**src/rtl/gcap_pkg.sv**
```systemverilog
package gcap_pkg;

  typedef enum logic [1:0] {
    GM_RISE       = 2'd0,
    GM_FALL       = 2'd1,
    GM_HIGH_PULSE = 2'd2,
    GM_LOW_PULSE  = 2'd3
  } gate_mode_e;

  typedef enum logic [1:0] {
    GS_IDLE  = 2'd0,
    GS_OPEN  = 2'd1,
    GS_DRAIN = 2'd2
  } gate_state_e;

endpackage

```
**src/rtl/gcap_qualifier.sv**
```systemverilog
module gcap_qualifier
  import gcap_pkg::*;
#(
  parameter int PW_W = 12
) (
  input  logic            clk,
  input  logic            rst_n,
  input  logic            en,
  input  logic [1:0]      mode,
  input  logic [PW_W-1:0] pulse_thresh,
  input  logic            gate_in,
  input  logic            s_valid,
  output logic            start_evt,
  output logic            end_evt
);

  localparam int RUN_W = PW_W + 1;
  localparam logic [RUN_W-1:0] RUN_MAX = '1;

  logic             lvl_prev;
  logic             primed;
  logic [RUN_W-1:0] run_q;
  logic [RUN_W-1:0] run_now;
  logic             sample;
  logic             same_lvl;
  logic             rise, fall;
  logic             run_over;
  gate_mode_e       gmode;

  assign gmode    = gate_mode_e'(mode);
  assign sample   = en & s_valid;
  assign same_lvl = primed & (gate_in == lvl_prev);

  // Length of the current constant-level run, this sample included.
  always_comb begin
    if (!same_lvl)            run_now = RUN_W'(1);
    else if (run_q == RUN_MAX) run_now = run_q;
    else                      run_now = run_q + RUN_W'(1);
  end

  assign run_over = run_now > {1'b0, pulse_thresh};
  assign rise     = sample & primed & ~lvl_prev & gate_in;
  assign fall     = sample & primed & lvl_prev & ~gate_in;

  always_comb begin
    start_evt = 1'b0;
    end_evt   = 1'b0;
    case (gmode)
      GM_RISE: begin
        start_evt = rise;
        end_evt   = fall;
      end
      GM_FALL: begin
        start_evt = fall;
        end_evt   = rise;
      end
      GM_HIGH_PULSE: begin
        start_evt = sample & gate_in & run_over;
        end_evt   = fall;
      end
      GM_LOW_PULSE: begin
        start_evt = sample & ~gate_in & run_over;
        end_evt   = rise;
      end
      default: begin
        start_evt = 1'b0;
        end_evt   = 1'b0;
      end
    endcase
  end

  always_ff @(posedge clk or negedge rst_n) begin
    if (!rst_n) begin
      lvl_prev <= 1'b0;
      primed   <= 1'b0;
      run_q    <= '0;
    end else if (!en) begin
      primed   <= 1'b0;
      run_q    <= '0;
    end else if (s_valid) begin
      lvl_prev <= gate_in;
      primed   <= 1'b1;
      run_q    <= run_now;
    end
  end

  // a nonzero threshold can only be exceeded after earlier high samples
  p_pulse_history_r3: assert property (@(posedge clk) disable iff (!rst_n)
    (sample && gmode == GM_HIGH_PULSE && start_evt && pulse_thresh != '0)
      |-> (primed && lvl_prev));

  // a freshly enabled block reports no edge on its first sample
  p_no_edge_unprimed_r10: assert property (@(posedge clk) disable iff (!rst_n)
    (!en) |=> (!(rise || fall)));

endmodule

```
**src/rtl/gcap_window_fsm.sv**
```systemverilog
module gcap_window_fsm
  import gcap_pkg::*;
(
  input  logic clk,
  input  logic rst_n,
  input  logic en,
  input  logic s_valid,
  input  logic start_evt,
  input  logic end_evt,
  input  logic group_last,
  output logic rec,
  output logic active
);

  gate_state_e st_q, st_d;
  logic        sample;
  logic        start_hit;

  assign sample    = en & s_valid;
  assign start_hit = (st_q == GS_IDLE) & sample & start_evt;
  assign rec       = start_hit | (sample & (st_q != GS_IDLE));
  assign active    = start_hit | (st_q != GS_IDLE);

  always_comb begin
    st_d = st_q;
    if (!en) begin
      st_d = GS_IDLE;
    end else begin
      case (st_q)
        GS_IDLE:  if (start_hit) st_d = GS_OPEN;
        GS_OPEN:  if (sample && end_evt) st_d = group_last ? GS_IDLE : GS_DRAIN;
        GS_DRAIN: if (sample && group_last) st_d = GS_IDLE;
        default:  st_d = GS_IDLE;
      endcase
    end
  end

  always_ff @(posedge clk or negedge rst_n) begin
    if (!rst_n) st_q <= GS_IDLE;
    else        st_q <= st_d;
  end

  // while enabled, a window only ends after a group-closing sample
  p_close_on_boundary_r5: assert property (@(posedge clk) disable iff (!rst_n)
    (st_q != GS_IDLE && en && !(s_valid && group_last)) |=> (st_q != GS_IDLE));

  // a pending close is never cancelled back to an open window
  p_drain_no_reopen_r6: assert property (@(posedge clk) disable iff (!rst_n)
    (st_q == GS_DRAIN) |=> (st_q != GS_OPEN));

  // disabling always returns to the paused state
  p_disable_idle_r10: assert property (@(posedge clk) disable iff (!rst_n)
    (!en) |=> (st_q == GS_IDLE));

endmodule

```
**src/rtl/gcap_indexer.sv**
```systemverilog
module gcap_indexer #(
  parameter int IDX_W      = 16,
  parameter int GROUP_BITS = 3
) (
  input  logic             clk,
  input  logic             rst_n,
  input  logic             en,
  input  logic             rec,
  output logic [IDX_W-1:0] idx,
  output logic             group_last
);

  logic [IDX_W-1:0] idx_q;

  always_ff @(posedge clk or negedge rst_n) begin
    if (!rst_n)   idx_q <= '0;
    else if (!en) idx_q <= '0;
    else if (rec) idx_q <= idx_q + IDX_W'(1);
  end

  assign idx = idx_q;

  generate
    if (GROUP_BITS == 0) begin : g_single
      assign group_last = 1'b1;
    end else begin : g_multi
      assign group_last = &idx_q[GROUP_BITS-1:0];
    end
  endgenerate

  // index holds when nothing is written
  p_idx_hold_r8: assert property (@(posedge clk) disable iff (!rst_n)
    (en && !rec) |=> $stable(idx_q));

  // index is cleared while disabled
  p_idx_clear_r8: assert property (@(posedge clk) disable iff (!rst_n)
    (!en) |=> (idx_q == '0));

endmodule

```
**src/rtl/gated_capture.sv**
```systemverilog
module gated_capture #(
  parameter int DATA_W = 16,
  parameter int IDX_W  = 16,
  parameter int PW_W   = 12,
  parameter int GROUP  = 8
) (
  input  logic              clk,
  input  logic              rst_n,
  input  logic              en,
  input  logic [1:0]        mode,
  input  logic [PW_W-1:0]   pulse_thresh,
  input  logic              gate_in,
  input  logic              s_valid,
  input  logic [DATA_W-1:0] s_data,
  output logic              m_valid,
  output logic [DATA_W-1:0] m_data,
  output logic [IDX_W-1:0]  m_index,
  output logic              gate_active
);

  localparam int GROUP_BITS = $clog2(GROUP);

  logic start_evt, end_evt;
  logic rec, group_last;

  gcap_qualifier #(.PW_W(PW_W)) u_qual (
    .clk(clk), .rst_n(rst_n), .en(en), .mode(mode),
    .pulse_thresh(pulse_thresh), .gate_in(gate_in), .s_valid(s_valid),
    .start_evt(start_evt), .end_evt(end_evt)
  );

  gcap_window_fsm u_fsm (
    .clk(clk), .rst_n(rst_n), .en(en), .s_valid(s_valid),
    .start_evt(start_evt), .end_evt(end_evt), .group_last(group_last),
    .rec(rec), .active(gate_active)
  );

  gcap_indexer #(.IDX_W(IDX_W), .GROUP_BITS(GROUP_BITS)) u_idx (
    .clk(clk), .rst_n(rst_n), .en(en), .rec(rec),
    .idx(m_index), .group_last(group_last)
  );

  assign m_valid = rec;
  assign m_data  = s_data;

  // a write needs an offered sample and an enabled block
  p_write_needs_sample_r7: assert property (@(posedge clk) disable iff (!rst_n)
    m_valid |-> (s_valid && en));

  // writes only happen inside an active window
  p_write_in_window_r9: assert property (@(posedge clk) disable iff (!rst_n)
    m_valid |-> gate_active);

  generate
    if (GROUP_BITS > 0) begin : g_align_chk
      // a paused block always sits on a group-aligned index
      p_idle_aligned_r8: assert property (@(posedge clk) disable iff (!rst_n)
        (!gate_active) |-> (m_index[GROUP_BITS-1:0] == '0));
    end
  endgenerate

endmodule

```
**config.mk**
```make
export PLATFORM = sky130hd
export DESIGN_NAME = gated_capture
export DESIGN_NICKNAME = d
export VERILOG_FILES = /design/src/rtl/gcap_pkg.sv /design/src/rtl/gcap_qualifier.sv /design/src/rtl/gcap_window_fsm.sv /design/src/rtl/gcap_indexer.sv /design/src/rtl/gated_capture.sv
export SDC_FILE = /design/constraint.sdc
export NUM_CORES = 1
export LEC_CHECK = 0
export BUFFER_PORTS_ARGS = -buffer_cell sky130_fd_sc_hd__buf_2
export CELL_PAD_IN_SITES_DETAIL_PLACEMENT = 1
export CELL_PAD_IN_SITES_GLOBAL_PLACEMENT = 1
export CORE_ASPECT_RATIO = 0.8
export CORE_MARGIN = 4
export CORE_UTILIZATION = 42
export CTS_BUF_LIST = sky130_fd_sc_hd__clkbuf_4 sky130_fd_sc_hd__clkbuf_8 sky130_fd_sc_hd__clkbuf_16
export DETAILED_ROUTE_END_ITERATION = 6
export GPL_ROUTABILITY_DRIVEN = 0
export PLACE_DENSITY = 0.84
export SYNTH_ARGS = -nofsm -noshare
export SYNTH_HDL_FRONTEND = slang
export SYNTH_SLANG_ARGS = --single-unit
```
**constraint.sdc**
```tcl
create_clock -name clk -period 6.7 [get_ports clk]
set_clock_uncertainty 0.2 [all_clocks]
set_input_delay 0.335 -clock clk [delete_from_list [all_inputs] [get_ports clk]]
set_output_delay 0.335 -clock clk [all_outputs]
set_load 0.02 [all_outputs]
```
After elaboration in Yosys (flattened, before gate mapping):

Cells that the tools add are included.

* $add $sub $neg: 2
* $lt $le $gt $ge: 1
* equal/unequal tests: 12
* multiplexer cells: 16
* bitwise logic cells: 18
* reduce and logical (&&, ||, !) cells: 10

Operator list (count)
* 13-bit two-way mux: 4
* 16-bit two-way mux: 2
* 16-bit by 1-bit adder with 16-bit output, second input constant: 1
* 1-bit bitwise AND: 14
* 13-bit by 1-bit adder with 13-bit output, second input constant: 1
* 13-bit == test, second input constant: 1
* 13-bit by 12-bit > comparator with 1-bit output: 1
* 2-bit two-way mux: 5
* 3-bit by 2-bit != test with 1-bit output, second input constant: 3
* 2-bit == test, second input constant: 3
* 2-bit case mux with 3 select lines: 1
* 3-bit AND reduction: 2
* 2-bit by 1-bit == test with 1-bit output, second input constant: 2
* 2-bit logical NOT: 2
* 2-bit by 1-bit != test with 1-bit output, second input constant: 2
* 1-bit case mux with 4 select lines: 1
* 2-bit OR reduction: 2
* 1-bit logical AND: 2
* 1-bit two-way mux: 2
* 1-bit NOT: 2
* 1-bit OR: 2
* 1-bit case mux with 2 select lines: 1
* 2-bit AND reduction: 1
* 2-bit nonzero test: 1
* 1-bit == test: 1

* flip-flop bits (word level): 33
* output and inout port bits: 34
* logic and storage cells: 64

Longest topological paths before layout:

Gate-level depths: netlist (run 1).

* depth after elaboration: 10
* mapped depth: 16

Hierarchy:

Synthesis (run 1) repeated with hierarchy kept, for this count alone.

* cell total of the unflattened synthesis: 310
* area, all modules: 2693.8 sq um

Modules (own cells, without submodules)
* gcap_qualifier: instances 1, cells an instance 198, area each 1601.5 sq um, sequential area each 375.4 sq um
* gcap_indexer: instances 1, cells an instance 84, area each 840.8 sq um, sequential area each 400.4 sq um
* gcap_window_fsm: instances 1, cells an instance 12, area each 131.4 sq um, sequential area each 50.0 sq um
* gated_capture: instances 1, cells an instance 16, area each 120.1 sq um, sequential area each 0.0 sq um

Least setup slack after synthesis (run 1):

Ideal clock, no wire load.

* kind: flip-flop to output port
* start: reg u_qual.run_q[0]
* end: out m_valid
* data arrival time: 3327 ps
* required time: 6165 ps
* path slack: 2838 ps
* stages on the path, launching flop included: 16
* path buffers: 2
* cell sequence: dfrtp_1 > ha_1 > and4_1 > nand4_1 > clkbuf_1 > nand2_1 > nor2_1 > xnor2_1 > nor2_1 > ha_1 > a21o_1 > a221o_1 > a221o_1 > a21oi_1 > buf_6 > nor2_1

* cells in the longest elaborated chain, start to end: 8
* elaborated cells on any way between the ends: 10

Ends and longest elaborated chain
* start, declared: line gcap_qualifier.sv:22 `logic [RUN_W-1:0] run_q;`
* start signal, assigned: line gcap_qualifier.sv:83 `run_q <= run_now;`
* 13-bit by 1-bit adder with 13-bit output or 13-bit == test (tied branches): line gcap_qualifier.sv:38, gcap_qualifier.sv:37
* 13-bit two-way mux (*): line gcap_qualifier.sv:37 `else if (run_q == RUN_MAX) run_now = run_q;`
* 13-bit two-way mux (*): line gcap_qualifier.sv:36 `if (!same_lvl) run_now = RUN_W'(1);`
* 13-bit by 12-bit > comparator with 1-bit output (*): line gcap_qualifier.sv:41 `assign run_over = run_now > {1'b0, pulse_thresh};`
* 1-bit bitwise AND (on tied branches): line gcap_qualifier.sv:62, gcap_qualifier.sv:58
* 1-bit case mux with 4 select lines (*): line gcap_qualifier.sv:48 `case (gmode)`
* 1-bit bitwise AND (*): line gcap_window_fsm.sv:20 `assign start_hit = (st_q == GS_IDLE) & sample & start_evt;`
* 1-bit OR (*): line gcap_window_fsm.sv:21 `assign rec = start_hit | (sample & (st_q != GS_IDLE));`
* end, declared: line gated_capture.sv:15 `output logic m_valid,`

Mark *: on every way between the ends. The rest lies on a longest branch, timed or not.

Final worst setup path (run 1):

Same ends and word-level chain as after synthesis.

==> results of run 1 <==
[sequential cells by signal, indices dropped and copies added, names as in the netlist]
register,cells
u_qual.primed,1
u_idx.idx,16
u_qual.lvl_prev,1
u_qual.run_q,13
u_fsm.st_q,2
[logic make-up (layout without fill, tap and decap cells)]
| group | count (synthesis) | count (layout) | share of synthesized area, % |
|---|---|---|---|
| simple gates | 121 | 121 | 24.3 |
| compound gates | 69 | 69 | 18.8 |
| buf+inv | 55 | 69 | 10.9 |
| flops | 33 | 33 | 31.9 |
| fa+ha+maj | 15 | 15 | 7.25 |
| xor+xnor | 11 | 11 | 3.72 |
| mux | 8 | 8 | 3.09 |
[placed cells by master, fill, tap and decap left out, types with 9 or more instances in the layout]
master   netlist  final
dfrtp_1       33     33
inv_1         24     24
ha_1          15     15
and3_1         9      9
nand2_1       27     27
xor2_1         9      9
a21oi_1       20     20
nor2_1        25     25
buf_2          1     36
nor3_1         9      9
nand4_1       10     10
nand3_1       11     11
[final timing paths]
path                                 startpoint               to
worst max-delay path            u_qual.run_q[0]          m_valid
worst min-delay path                    gate_in  u_qual.lvl_prev
worst max register to register  u_qual.run_q[0]     u_idx.idx[3]
worst min register to register    u_idx.idx[15]    u_idx.idx[15]
max in group asynchronous                 rst_n    u_qual.primed
min in group asynchronous                 rst_n     u_idx.idx[6]
[timing repair]
item,in CTS,in global routing
hold buffers,1,0
gates resized for setup,0,0
endpoints found under the hold margin,33,0
[layer usage]
layer | part of all wire, % | vias to the layer above | wire (um) | GRT usage [%]
li1 | - | 1139 | - | -
met1 | 48 | 1171 | 3340 | 27.3
met2 | 47 | 40 | 3210 | 29.8
met3 | 3.9 | 12 | 267 | 3.26
met4 | 1.0 | 0 | 71 | 5.26
met5 | 0 | - | 0 | 0
[metrics by stage]
stage	total power [mW]	utilization (%)	hold WS, ns
2_1_floorplan	0.246	-	-0.161
3_3_place_gp	0.249	45.0	0.253
3_5_place_dp	0.250	45.0	0.250
4_1_cts	0.401	46.7	0.125
5_1_grt	0.419	46.7	0.132
6_report	0.397	46.7	0.126
[cell type report]
cell class | count | area [sq um]
inverter | 24 | 90.1
tap | 81 | 101
clock buffer | 6 | 76.3
timing repair buffer | 37 | 190
sequential | 33 | 826
clock inverter | 2 | 10.0
fill | 746 | 3170
multi-input combinational | 224 | 1480
[worst register-to-register path, stage by stage (launching register included)]
cell and delay (ns):
dfrtp_1 0.40, ha_1 0.20, and4_1 0.27, nand4_1 0.42, nand2_1 0.27, xor2_1 0.27
nor2_1 0.10, ha_1 0.36, nand4_1 0.14, nor4_1 0.42, o211ai_1 0.17, o31ai_2 1.02
o21ai_0 0.23, a21oi_1 0.17
[power by group through the flow]
stage	sequential (mW)	combinational, mW	clock (mW)
global route	0.203	0.0494	0.167
CTS	0.203	0.0436	0.154
finish	0.203	0.0434	0.151
global placement	0.207	0.0419	0
detailed placement	0.207	0.0431	0
floorplan	0.206	0.0397	0
==> impl_metrics.ini, run 1 <==
[synth]
synth_area_per_cell_sq_um = 8.29
synth_area_sq_um = 2590
synth_common_cells = 33 x dfrtp_1, 27 x nand2_1, 25 x nor2_1, 24 x inv_1, 20 x a21oi_1
synth-seq-cells = 33
yosysTopAreaCell = dfrtp_1
synth_fp_nets = 362
yosysSeqAreaShare_pct = 31.9
synth_top_area_share_pct = 31.9
ys_warn_count = 0
yosysMostFrequentCell = dfrtp_1
synth_edf_count = 0
synth-async-reset-ratio_pct = 100
yosys-top-cells-area = dfrtp_1 32%, ha_1 7.3%, buf_4 5.2%
synth_cells = 312
synth_cell_type_count = 50
dominantRegCellSynth = dfrtp_1

[power_and_ir_drop]
ir_drop_uv = 94.2
switchingPower_mw = 0.107
seq_power_share_pct = 51.1
power.share.clock_pct = 37.9
p_sw_share_pct = 27.0
powerDensity_nw_per_um2 = 143
intPower_mw = 0.290
power_leakage_nw = 1.29
combPwrFrac_pct = 10.9

[clock_network]
clock_latency_ns = 0.29
htreeDepth = 2
clkSinkCount = 33
cts_max_path_buffers = 2
cts_made_buffers = 5
postCtsSetupBuffers = 0
path_clk_slew_ns = 0.07
cts_tree = yes
cts-root-buf = clkbuf_8

[critical_path]
worstPathMaxFanout = 11
cp.arrival_ns = 4.57
regToRegSetupSlack_ns = 1.97
r2r_cells = 13
critical_path_required_ns = 6.16
crit_top_cell = nor2_1
crit_path_end_kind = output port
critical-path-max-stage-delay_ns = 0.67
critical_path.cell_chain = ha_1, and4_1, nand4_1, nand2_1, nor2_1, xnor2_1, nor2_1, ha_1, a21o_1, a221o_1, a221o_1, a21oi_1, nor2_1, buf_2
slowest_stage = a21oi_1
critPathKind = reg2out
critical-path-top-delay-family = compound AO/OA/AOI/OAI gates
cp-start-kind = flop
path_buf_inv = 1
crit_cells = 14

[floorplan]
die_h_um = 78.2
dieWidth_um = 95.8
core_area_sq_um = 5940
ios = 69
start_util_pct = 43.5
die_area_sq_um = 7490
rows = 25

[global_route]
grt-ovfl-total = 0
grt_usage_pct = 19.2
grt_max_degree = 34
grt_first_pass_wirelength_um = 11400
grt_pass1_vias = 2357
antenna_found_initial = 0

[cells_and_area]
drive_gt1_share_pct = 15.3
nets = 375
design_area_sq_um = 2770
diodes = 0
fin_cells = 407
area_growth_pct = 7.16

[hold_path]
min_path_cells = 3
hold_path_class = in2reg

[sta]
layout_min_cycle_time_ns = 5.11
finalSetupViolations = 0
tightest_slew_ns = 1.23
rsz0062_at_grt = false
fmax_mhz = 196
post-route-period-util_pct = 76.2
relSlewSlack_pct = 17.4
hold_violations = 0
worst_slack_ns = 1.59
drv_slew = 0
tns_ns = 0

[flow_run]
cap_viol_max_count = 0

[place]
placed_area_sq_um = 2680
io_buffers = 36
hpwlAfterDp_um = 5140
post-place-ws_ns = 1.90
dp.cells = 398

[run_status]
outcome = finished clean

[route]
avgViaCountPerCell = 5.80
routedWlPerCell_um = 16.9
drc_errors = 0
first_pass_iters = 4
first_iter_violations = 156
vias = 2362
wirelength_um = 6890
ant_nets = 0
No activity file was read; power rests on OpenSTA's default activity.
==> run 2: changes to the inputs <==
--- a/config.mk
+++ b/config.mk
@@ -5,16 +5,17 @@
 export SDC_FILE = /design/constraint.sdc
 export NUM_CORES = 1
 export LEC_CHECK = 0
+export ABC_AREA = 1
 export BUFFER_PORTS_ARGS = -buffer_cell sky130_fd_sc_hd__buf_2
 export CELL_PAD_IN_SITES_DETAIL_PLACEMENT = 1
 export CELL_PAD_IN_SITES_GLOBAL_PLACEMENT = 1
 export CORE_ASPECT_RATIO = 0.8
 export CORE_MARGIN = 4
-export CORE_UTILIZATION = 42
+export CORE_UTILIZATION = 38
 export CTS_BUF_LIST = sky130_fd_sc_hd__clkbuf_4 sky130_fd_sc_hd__clkbuf_8 sky130_fd_sc_hd__clkbuf_16
 export DETAILED_ROUTE_END_ITERATION = 6
 export GPL_ROUTABILITY_DRIVEN = 0
-export PLACE_DENSITY = 0.84
+export PLACE_DENSITY = 0.79
 export SYNTH_ARGS = -nofsm -noshare
 export SYNTH_HDL_FRONTEND = slang
 export SYNTH_SLANG_ARGS = --single-unit
==> constraint.sdc (replaced) <==
create_clock -name clk -period 5.3 [get_ports clk]
set_clock_uncertainty 0.2 [all_clocks]
set_input_delay 0.265 -clock clk [delete_from_list [all_inputs] [get_ports clk]]
set_output_delay 0.265 -clock clk [all_outputs]
set_load 0.02 [all_outputs]
==> impl_metrics.ini, run 2 <==
[power_and_ir_drop]
switchingPower_mw = 0.153
p_sw_share_pct = 28.1
power_leakage_nw = 1.52
ir_drop_uv = 92.4
intPower_mw = 0.392
powerDensity_nw_per_um2 = 189
seq_power_share_pct = 47.6
power.share.clock_pct = 40.5
combPwrFrac_pct = 11.9

[synth]
synth_common_cells = 86 x nand2_1, 57 x inv_1, 33 x dfrtp_1, 29 x nand3_1, 21 x nor2_1
ys_warn_count = 0
synth_cells = 377
synth_area_sq_um = 2670
synth_top_area_share_pct = 30.9
synth_fp_nets = 427
synth_area_per_cell_sq_um = 7.09
synth_edf_count = 0
yosysMostFrequentCell = nand2_1
synth-seq-cells = 33
synth_cell_type_count = 32
yosysTopAreaCell = dfrtp_1
yosys-top-cells-area = dfrtp_1 31%, nand2_1 12%, inv_1 8.0%
synth-async-reset-ratio_pct = 100
dominantRegCellSynth = dfrtp_1
yosysSeqAreaShare_pct = 30.9

[hold_path]
min_from = s_valid
whs_endpoint = u_qual.primed
hold_path_class = in2reg
min_path_cells = 3

[clock_network]
clock_latency_ns = 0.29
postCtsSetupBuffers = 0
clkSinkCount = 33
htreeDepth = 2
cts-root-buf = clkbuf_8
cts_tree = yes
cts_max_path_buffers = 2
cts-resized-gates = 0
path_clk_slew_ns = 0.08
holdBufCountCts = 1
cts_made_buffers = 5

[cells_and_area]
nets = 445
drive_gt1_share_pct = 14.4
area_growth_pct = 7.87
diodes = 0
final_common_cell = nand2_1
fill_cells = 917
finish.utilization_pct = 42.0
largest_reg_flops = 16
final_cell_mix = 86 x nand2_1, 57 x inv_1, 36 x buf_2, 33 x dfrtp_1, 29 x nand3_1

[critical_path]
timing.rr.end = u_idx.idx[6]
slowest_stage = dfrtp_1
r2r_cells = 23
critical_path_required_ns = 4.84
crit_path_end_kind = output port
critical-path-max-stage-delay_ns = 0.40
worstPathMaxFanout = 20
r2r_start = u_qual.run_q[0]
cp.arrival_ns = 3.84
regToRegSetupSlack_ns = 1.47
critPathKind = reg2out
crit_top_cell = nand2_1
cp-start-kind = flop

[global_route]
antenna_found_initial = 0
grt_pass1_vias = 2785
met3_usage_pct = 3.19
grt_first_pass_wirelength_um = 13500
grt_max_degree = 34
grt_usage_pct = 19.5
met1_usage_pct = 29.6
met2_usage_pct = 29.0
top_usage_layer = met1
grt-ovfl-total = 0

[place]
io_buffers = 36
hpwlAfterDp_um = 5750

[floorplan]
die_h_um = 83.0
core_area_sq_um = 6860
start_util_pct = 39.0
die_area_sq_um = 8440
dieWidth_um = 102
rows = 27
ios = 69

[route]
avgViaCountPerCell = 5.31
vias = 2566
first_pass_iters = 4
first_iter_violations = 162
routedWlPerCell_um = 16.0
ant_nets = 0
drc_errors = 0
wirelength_um = 7710

[sta]
fmax_mhz = 232
post-route-period-util_pct = 81.2
tightest_slew_ns = 0.820
drv_slew = 0
layout_min_cycle_time_ns = 4.31
rsz0062_at_grt = false
finalSetupViolations = 0
relSlewSlack_pct = 45.3
hold_violations = 0
tns_ns = 0

[flow_run]
cap_viol_max_count = 0

[run_status]
outcome = finished clean
==> run 2: changes by cell type in the layout (fill, tap and decap cells not counted), sizes merged, moves of 7 or more <==
cell and change:
o31ai -8, or4 -7, inv +36, nand3b +10, nand3 +18, mux2i -8, nand4 +10, o22ai +7
nand2 +63, and3 -9, a21oi -8
==> run 2: how the worst max path moves through the flow <==
stage,start,end,slack (ns),depth (start not counted)
2_1_floorplan,u_qual.run_q[0],gate_active,2.12,27
3_3_place_gp,u_qual.run_q[0],m_valid,1.55,25
3_5_place_dp,u_qual.run_q[0],m_valid,1.36,26
4_1_cts,u_qual.run_q[0],m_valid,1.0,26
5_1_grt,u_qual.run_q[0],m_valid,0.61,22
6_report,u_qual.run_q[0],m_valid,0.99,26
==> run 2: logic make-up (layout without fill, tap and decap cells) <==
kind of cell             Yosys count  after routing  synth area share [%]
AND/OR/NAND/NOR                  191            191                  34.0
AO/OA/AOI/OAI                     37             37                  7.82
buffers and inverters             87            106                  15.7
flip-flops                        33             33                  30.9
XOR/XNOR                          14             14                  4.59
adder cells (fa/ha/maj)           15             15                  7.03
==> run 2: power groups by stage <==
| stage | logic, mW | clock network, mW | registers, mW |
|---|---|---|---|
| 2_1_floorplan | 0.0570 | 0 | 0.265 |
| 3_3_place_gp | 0.0626 | 0 | 0.264 |
| 3_5_place_dp | 0.0648 | 0 | 0.264 |
| 4_1_cts | 0.0656 | 0.225 | 0.259 |
| 5_1_grt | 0.0744 | 0.238 | 0.260 |
| 6_report | 0.0650 | 0.220 | 0.259 |
==> run 2: metal layers <==
metal  vias to the layer above  routed length (um)
met1                      1261                3920
li1                       1256                   -
met5                         -                   0
met2                        45                3390
met3                         4                 365
met4                         0                  36
==> run 2: stage by stage <==
step	setup slack [ns]	std cells	total power [mW]	area [sq um]	hold WS [ns]
detailed placement	1.36	474	0.329	2770	0.201
global route	0.611	483	0.573	2880	0.0821
floorplan	2.12	377	0.322	2670	-0.231
CTS	0.997	483	0.550	2880	0.0625
global placement	1.55	474	0.327	2770	0.182
finish	0.994	483	0.545	2880	0.0748
==> run 2: layout make-up <==
cell class | instances | area, sq um | share of cell area, %
Multi-Input combinational cell | 257 | 1430 | 49.5
Tap cell | 87 | 109 | 3.78
Inverter | 61 | 229 | 7.95
Sequential cell | 33 | 826 | 28.7
Clock buffer | 7 | 96.3 | 3.34
Timing Repair Buffer | 37 | 190 | 6.60
Clock inverter | 1 | 5.00 | 0.174
==> run 2: critical path: cells and delay by family (launching register included) <==
kind	cells	cell delay (ns)
adders and majority gates	2	0.61
and+or+nand+nor	21	2.15
DFF	1	0.40
buffers and inverters	3	0.40
==> run 3: changes to the inputs <==
==> constraint.sdc (replaced) <==
create_clock -name clk -period 4.15 [get_ports clk]
set_clock_uncertainty 0.2 [all_clocks]
set_input_delay 0.2075 -clock clk [delete_from_list [all_inputs] [get_ports clk]]
set_output_delay 0.2075 -clock clk [all_outputs]
set_load 0.02 [all_outputs]
==> impl_metrics.ini, run 3 (synthesized netlist as in run 2, its figures left out) <==
[critical_path]
cp-start-kind = flop
crit_path_end_kind = output port
critical_path_required_ns = 3.74
worstPathMaxFanout = 12
timing.rr.end = u_idx.idx[7]
r2r_start = u_qual.run_q[0]
regToRegSetupSlack_ns = 0.77
r2r_cells = 24
critPathKind = reg2out
cp.arrival_ns = 3.41

[sta]
layout_min_cycle_time_ns = 3.82
hold_violations = 0
tns_ns = 0
relSlewSlack_pct = 46.8
whs_ns = 0.0263
post-route-period-util_pct = 92.1
tightest_slew_ns = 0.799
fmax_mhz = 262
finalSetupViolations = 0
worst_slack_ns = 0.328
drv_slew = 0

[route]
drc_errors = 0
wirelength_um = 7570
routedWlPerCell_um = 15.7
avgViaCountPerCell = 5.27
first_iter_violations = 119
first_pass_iters = 4
vias = 2547
ant_nets = 0

[clock_network]
path_clk_slew_ns = 0.07
htreeDepth = 2
clock_latency_ns = 0.28
cts_made_buffers = 5
clkSinkCount = 33
cts_tree = yes
cts_max_path_buffers = 2
cts-root-buf = clkbuf_8
postCtsSetupBuffers = 0

[floorplan]
start_util_pct = 39.0
dieWidth_um = 102
rows = 27
die_area_sq_um = 8440
ios = 69
core_area_sq_um = 6860
die_h_um = 83.0

[power_and_ir_drop]
fin_total_pwr_mw = 0.677
power.share.clock_pct = 38.2
intPower_mw = 0.490
seq_power_share_pct = 49.0
switchingPower_mw = 0.187
power_leakage_nw = 1.52
combPwrFrac_pct = 12.7
p_sw_share_pct = 27.6
ir_drop_uv = 121
powerDensity_nw_per_um2 = 229

[global_route]
grt_usage_pct = 18.8
grt_max_degree = 34
grt-ovfl-total = 0
grt_first_pass_wirelength_um = 12900
grt_pass1_vias = 2593
antenna_found_initial = 0

[cells_and_area]
largest_reg_flops = 16
nets = 446
drive_gt1_share_pct = 16.4
design_area_sq_um = 2950
finish.utilization_pct = 43.1
final_common_cell = nand2_1
area_growth_pct = 10.6
final_cell_mix = 86 x nand2_1, 57 x inv_1, 36 x buf_2, 33 x dfrtp_1, 29 x nand3_1
area.sequential_sq_um = 826
fin_cells = 483
fill_cells = 905
multiInputGateArea_sq_um = 1500
diodes = 0

[place]
dp.cells = 475
io_buffers = 36
post-place-ws_ns = 0.392
placed_area_sq_um = 2780
hpwlAfterDp_um = 5830

[hold_path]
min_path_cells = 3
min_from = s_valid
whs_endpoint = u_qual.primed
hold_path_class = in2reg

[flow_run]
cap_viol_max_count = 0

[run_status]
outcome = finished clean
-- run 3: critical path: stages (launching register included) --
cell,delay (ns)
dfrtp_1,0.44
ha_4,0.20
nand2_1,0.11
nor2_4,0.05
nand3_2,0.10
nor2_4,0.05
inv_1,0.11
nand3_1,0.13
nor3_2,0.16
inv_1,0.08
nand3_1,0.09
inv_1,0.05
ha_1,0.26
nand2_1,0.04
nor2_1,0.15
nor3b_2,0.19
nand3_1,0.09
nand2_1,0.08
clkinv_1,0.06
nand2_1,0.06
nand2_1,0.08
nand2_4,0.16
buf_8,0.16
nand2_1,0.07
buf_2,0.16
-- run 3: power by group through the flow --
stage               registers, mW  logic [mW]  clock network, mW
CTS                         0.332      0.0839              0.266
detailed placement          0.338      0.0827                  0
finish                      0.332      0.0861              0.259
floorplan                   0.338      0.0728                  0
global placement            0.337      0.0809                  0
global route                0.333      0.0992              0.279
-- run 3: metal layers --
| metal | GRT usage, % | wire length (um) | share of wire (%) |
|---|---|---|---|
| met1 | 29.3 | 4010 | 53 |
| met2 | 26.5 | 3150 | 42 |
| met3 | 3.61 | 316 | 4.2 |
| met4 | 3.86 | 86 | 1.1 |
| met5 | 0 | 0 | 0 |
-- run 3: layout make-up --
cell class,count,share of cell area [%]
flip-flops and latches,33,28.0
clock buffers,7,3.05
well taps,87,3.68
repair buffers,38,6.95
inverters,61,7.75
multi-input cells,257,50.6
-- run 3: worst max-delay path by stage --
stage                    startpoint     endpoint  slack (ns)  cells past startpoint
CTS                 u_qual.run_q[0]  gate_active        0.06                     24
global route        u_qual.run_q[0]  gate_active       -0.01                     23
floorplan           u_qual.run_q[0]  gate_active        1.03                     27
finish              u_qual.run_q[0]  gate_active        0.33                     24
global placement    u_qual.run_q[0]  gate_active        0.61                     24
detailed placement  u_qual.run_q[0]  gate_active        0.39                     24
-- run 3: what timing repair did --
| item | in CTS | in global routing |
|---|---|---|
| setup endpoints to repair | 0 | 2 |
| hold buffers | 1 | 0 |
| hold endpoints to repair | 33 | 0 |
| resized for setup | 0 | 14 |
